File: src/rtl/nrs_pkg.sv
package nrs_pkg;
  localparam int NIB_W   = 4;
  localparam int NFIELD  = 10;
  localparam int HOLD_N  = 4;
  localparam int PTR_MB  = 2;   // pointer bits reused as top memory-address bits

  // field slots
  localparam int F_ALO = 4;
  localparam int F_AHI = 5;
  localparam int F_PTR = 6;
  localparam int F_CMD = 7;
  localparam int F_TMO = 8;
  localparam int F_LOC = 9;

  // address codes
  localparam logic [3:0] A_H0  = 4'h0;
  localparam logic [3:0] A_H1  = 4'h1;
  localparam logic [3:0] A_H2  = 4'h2;
  localparam logic [3:0] A_H3  = 4'h3;
  localparam logic [3:0] A_ALO = 4'h6;
  localparam logic [3:0] A_AHI = 4'h7;
  localparam logic [3:0] A_PTR = 4'h8;
  localparam logic [3:0] A_CMD = 4'h9;
  localparam logic [3:0] A_TMO = 4'hA;
  localparam logic [3:0] A_LOC = 4'hB;
  localparam logic [3:0] A_KEY = 4'hF;
  localparam logic [3:0] D_KEY = 4'hF;
endpackage

File: src/rtl/nrs_field.sv
module nrs_field #(
  parameter int W = 4
) (
  input  logic         clk,
  input  logic         rst_n,
  input  logic         en,
  input  logic [W-1:0] d,
  output logic [W-1:0] q
);
  logic [W-1:0] q_nx;

  always_comb begin
    q_nx = q;
    if (en) q_nx = d;
  end

  always_ff @(posedge clk or negedge rst_n) begin
    if (!rst_n) q <= '0;
    else        q <= q_nx;
  end
endmodule

File: src/rtl/nrs_decode.sv
module nrs_decode
  import nrs_pkg::*;
(
  input  logic              wr_en,
  input  logic              allow,
  input  logic [3:0]        addr,
  input  logic [NIB_W-1:0]  data,
  output logic [NFIELD-1:0] strobe,
  output logic              relearn
);
  always_comb begin
    strobe  = '0;
    relearn = 1'b0;
    if (wr_en && allow) begin
      case (addr)
        A_H0:    strobe[0]     = 1'b1;
        A_H1:    strobe[1]     = 1'b1;
        A_H2:    strobe[2]     = 1'b1;
        A_H3:    strobe[3]     = 1'b1;
        A_ALO:   strobe[F_ALO] = 1'b1;
        A_AHI:   strobe[F_AHI] = 1'b1;
        A_PTR:   strobe[F_PTR] = 1'b1;
        A_CMD:   strobe[F_CMD] = 1'b1;
        A_TMO:   strobe[F_TMO] = 1'b1;
        A_LOC:   strobe[F_LOC] = 1'b1;
        A_KEY:   relearn       = (data == D_KEY);
        default: ;
      endcase
    end
  end
endmodule

File: src/rtl/nrs_lock.sv
module nrs_lock #(
  parameter int              CL_W = 8,
  parameter logic [CL_W-1:0] KEY  = '1
) (
  input  logic            clk,
  input  logic            rst_n,
  input  logic [CL_W-1:0] ctrl_loc,
  output logic            locked,
  output logic            allow
);
  logic hit, locked_nx;

  always_comb begin
    hit       = (ctrl_loc == KEY);
    locked_nx = locked | hit;
    allow     = !locked && !hit;
  end

  always_ff @(posedge clk or negedge rst_n) begin
    if (!rst_n) locked <= 1'b0;
    else        locked <= locked_nx;
  end
endmodule

File: src/rtl/nibble_reg_steer.sv
module nibble_reg_steer
  import nrs_pkg::*;
#(
  parameter int              CL_W     = 8,
  parameter logic [CL_W-1:0] LOCK_KEY = 8'hFF
) (
  input  logic                      clk,
  input  logic                      rst_n,
  input  logic                      wr_en,
  input  logic [3:0]                wr_addr,
  input  logic [NIB_W-1:0]          wr_data,
  input  logic [CL_W-1:0]           ctrl_loc,
  output logic [HOLD_N*NIB_W-1:0]   hold_o,
  output logic [2*NIB_W+PTR_MB-1:0] mem_addr_o,
  output logic [NIB_W-1:0]          cal_addr_o,
  output logic [NIB_W-1:0]          set_ptr_o,
  output logic [NIB_W-1:0]          cmd_o,
  output logic                      cmd_valid_o,
  output logic [NIB_W-1:0]          tmo_o,
  output logic [NIB_W-1:0]          loc_o,
  output logic                      relearn_o,
  output logic                      lock_o,
  output logic                      route_amp_o
);
  // reset release synchroniser
  logic rs1, rst_sync_n;
  always_ff @(posedge clk or negedge rst_n) begin
    if (!rst_n) begin
      rs1        <= 1'b0;
      rst_sync_n <= 1'b0;
    end else begin
      rs1        <= 1'b1;
      rst_sync_n <= rs1;
    end
  end

  logic              allow, relearn_d;
  logic [NFIELD-1:0] strobe;
  logic [NIB_W-1:0]  fq [NFIELD];

  nrs_lock #(.CL_W(CL_W), .KEY(LOCK_KEY)) u_lock (
    .clk(clk), .rst_n(rst_sync_n), .ctrl_loc(ctrl_loc),
    .locked(lock_o), .allow(allow)
  );

  nrs_decode u_dec (
    .wr_en(wr_en), .allow(allow), .addr(wr_addr), .data(wr_data),
    .strobe(strobe), .relearn(relearn_d)
  );

  for (genvar g = 0; g < NFIELD; g++) begin : g_fld
    nrs_field #(.W(NIB_W)) u_f (
      .clk(clk), .rst_n(rst_sync_n), .en(strobe[g]), .d(wr_data), .q(fq[g])
    );
  end

  for (genvar h = 0; h < HOLD_N; h++) begin : g_hold
    assign hold_o[h*NIB_W +: NIB_W] = fq[h];
  end

  // pulse outputs
  logic cmd_valid_nx, relearn_nx;
  always_comb begin
    cmd_valid_nx = strobe[F_CMD];
    relearn_nx   = relearn_d;
  end

  always_ff @(posedge clk or negedge rst_sync_n) begin
    if (!rst_sync_n) begin
      cmd_valid_o <= 1'b0;
      relearn_o   <= 1'b0;
    end else begin
      cmd_valid_o <= cmd_valid_nx;
      relearn_o   <= relearn_nx;
    end
  end

  assign mem_addr_o  = {fq[F_PTR][PTR_MB-1:0], fq[F_AHI], fq[F_ALO]};
  assign cal_addr_o  = fq[F_ALO];
  assign set_ptr_o   = fq[F_PTR];
  assign cmd_o       = fq[F_CMD];
  assign tmo_o       = fq[F_TMO];
  assign loc_o       = fq[F_LOC];
  assign route_amp_o = lock_o;
endmodule

File: config.mk
export PLATFORM = sky130hd
export DESIGN_NAME = nibble_reg_steer
export DESIGN_NICKNAME = d
export VERILOG_FILES = /design/src/rtl/nrs_pkg.sv /design/src/rtl/nrs_field.sv /design/src/rtl/nrs_decode.sv /design/src/rtl/nrs_lock.sv /design/src/rtl/nibble_reg_steer.sv
export SDC_FILE = /design/constraint.sdc
export NUM_CORES = 1
export LEC_CHECK = 0
export ABC_AREA = 1
export ABC_CLOCK_PERIOD_IN_PS = 1570
export BUFFER_PORTS_ARGS = -buffer_cell sky130_fd_sc_hd__buf_2
export CORE_ASPECT_RATIO = 0.7
export CORE_MARGIN = 4
export CORE_UTILIZATION = 23
export DETAILED_ROUTE_END_ITERATION = 7
export MAX_ROUTING_LAYER = met4
export PLACE_DENSITY = 0.48
export SETUP_SLACK_MARGIN = 0.02
export SYNTH_ARGS = -nofsm -noshare
export SYNTH_HDL_FRONTEND = slang
export SYNTH_SLANG_ARGS = --single-unit
File: constraint.sdc
create_clock -name clk -period 1.57 [get_ports clk]
set_input_delay 0 -clock clk [delete_from_list [all_inputs] [get_ports clk]]
set_output_delay 0 -clock clk [all_outputs]
set_load 0.02 [all_outputs]
==> flow_metrics.env <==
export IMPL_rsz0062_at_grt="no"
export IMPL_power_leakage_nw=1.490
export IMPL_hpwl_um=4096
export IMPL_area_delta_synth_final_pct=27.47
export IMPL_slew_viol_final=0
export IMPL_multi_input_area_um2=752.0
export IMPL_grt_pass1_wl_um=9032
export IMPL_synth_edff_count=0
export IMPL_finalHoldViolations=0
export IMPL_clock_sinks=45
export IMPL_ir_worst_vdd_v=0.0003167
export IMPL_pwr_density_cell_mw_per_mm2=868.3
export IMPL_synth_top_area_frac=0.5495
export IMPL_cp_data_required_time_ns=1.75
export IMPL_wl_um=5705
export IMPL_run_status="finished clean"
export IMPL_ant_nets=0
export IMPL_crit_fanout=7
export IMPL_place_ws_ns=0.3338
export IMPL_yosys_area_top_type="dfrtp_1"
export IMPL_nets=330
export IMPL_grt_use_total=0.1162
export IMPL_fin_ws_ns=0.3202
export IMPL_cts_max_level=2
export IMPL_wl_per_cell_um=13.24
export IMPL_crit_arrival_ns=1.43
export IMPL_root_buffer="clkbuf_16"
export IMPL_setup_worst_path_start_class="flip-flop"
export IMPL_start_util=0.2398
export IMPL_syn_inst=247
export IMPL_ios=69
export IMPL_cts_setup_buffers=0
export IMPL_ys_dominant_reg_cell="dfrtp_1"
export IMPL_synth_common_cells="131 x nand2_1, 45 x dfrtp_1, 17 x inv_1, 13 x nor2_1, 11 x nand4_1"
export IMPL_yosys_top_cells_area="dfrtp_1 55%, nand2_1 24%, nor2_4 5.5%"
export IMPL_ys_seq_elements=45
export IMPL_yosys_warnings=0
export IMPL_stdcell_area_mm2=0.002613
export IMPL_drt_iter0_drc=102
export IMPL_wl_met3_um=247
export IMPL_antenna_found_initial=0
export IMPL_cts_max_path_buffers=2
export IMPL_portBuffers=68
export IMPL_period_needed_ns=1.250
export IMPL_syn_area_mm2=0.002049
export IMPL_wl_met2_um=2269
export IMPL_core_area_mm2=0.008548
export IMPL_fp_dieH_um=86.98
export IMPL_end_kind="flip-flop"
export IMPL_finalNonFillerCells=431
export IMPL_viasPerCell=3.977
export IMPL_rows=28
export IMPL_cts_buffers=5
export IMPL_routed_top_layer="met4"
export IMPL_overflow=0
export IMPL_clk_pin_slew_worst_paths_ns=0.06
export IMPL_setup_viol=0
export IMPL_hold_class="in2async"
export IMPL_maxCapViolations=0
export IMPL_drive_gt1_frac=0.2894
export IMPL_insertedDiodeCount=0
export IMPL_num_vias=1714
export IMPL_synth_area_per_cell_um2=8.297
export IMPL_grt_max_degree=44
export IMPL_fin_tns_setup_ns=0
export IMPL_wl_met1_um=3150
export IMPL_first_pass_iters=4
export IMPL_die_area_mm2=0.01051
export IMPL_die_x_um=120.8
export IMPL_placed_cells=423
export IMPL_regArea_mm2=0.001127
export IMPL_drcViolationCount=0
export IMPL_clock_latency_ns=0.28
export IMPL_fmax_ghz=0.8001
export IMPL_skew_ns=0.009159
export IMPL_whs_ns=0.01749
export IMPL_ys_seq_area_frac=0.5495
export IMPL_synthDistinctLibCells=14
export IMPL_cts_tree="done"
export IMPL_gp_congestion=0.7931
export IMPL_first_global_vias=1631
export IMPL_placed_area_mm2=0.002469
export IMPL_fin_crit_sh=0.7961
export IMPL_syn_nets=266
export IMPL_fillCellCount=924
export IMPL_ys_async_sr_fraction=1.000
export IMPL_yosysMostFrequentCell="nand2_1"
export IMPL_worstSetupPathType="reg2reg"
## final cells by class
class / count / share of cell area
flip-flops and latches: 45 / 0.4315
multi-input cells: 170 / 0.2878
repair buffers: 72 / 0.1475
clock inverters: 1 / 0.001916
clock buffers: 6 / 0.04933
well taps: 120 / 0.05747
inverters: 17 / 0.02443
## path summary, 6_finish.rpt
kind	startpoint	end	slack (ns)	cells after the start
min in group clk	wr_addr[2]	relearn_o	0.02	3
max in group asynchronous	rst_sync_n	g_fld[3].u_f.q[0]	1.11	1
hold reg to reg	rst_sync_n	g_fld[1].u_f.q[2]	0.24	1
setup reg to reg	u_lock.locked	g_fld[1].u_f.q[0]	0.32	5
setup / recovery	u_lock.locked	g_fld[1].u_f.q[0]	0.32	5
hold / removal	rst_n	rs1	0.02	2
## power breakdown
group          internal, mW  leakage [nW]  switching [mW]
Combinational        0.0305         0.805          0.0800
Clock                 0.579        0.0667           0.416
Sequential             1.16         0.618         0.00132
## cell usage in the layout, fill, tap and decap left out, types with 2 or more instances in the layout
master,Yosys,layout
buf_2,7,68
buf_4,7,2
clkbuf_16,0,5
dfrtp_1,45,44
inv_1,17,17
nand2_1,131,131
nand4_1,11,11
nor2_1,13,13
nor2_4,10,10
## layer usage
layer  track usage  up-vias
met5             -        -
met4       0.02469        0
met3       0.02922        5
met2        0.1547       43
met1        0.1756      800
li1              -      866
## state kept, by name, summed over array words and instances, names as in the netlist
register and flops:
g_fld.u_f.q 40, cmd_valid_o 1, relearn_o 1, rs1 1
rst_sync_n 1, u_lock.locked 1
## stage by stage
stage	util	total power, mW
floorplan	-	1.242
global placement	0.2888	1.296
detailed placement	0.2888	1.297
CTS	0.3056	2.303
global route	0.3056	2.363
finish	0.3056	2.269
## worst max-delay path: stages (launching register included)
cell and delay [ns]:
dfrtp_1 0.38, inv_1 0.18, buf_4 0.19, nand4_1 0.21, nand2_1 0.12, nand2_1 0.06
## cells by family (layout without fill, tap and decap cells)
group / count (synthesis) / in the layout / synth area share
DFF: 45 / 45 / 0.5495
buffers and inverters: 32 / 96 / 0.08364
other: 1 / 1 / 0.001830
and+or+nand+nor: 169 / 169 / 0.3651
## repair_timing
item | CTS | global route
hold endpoints to repair | 2 | 0
hold buffers | 1 | 0
gates resized for setup | 0 | 0
No activity file was read; power rests on OpenSTA's default activity.
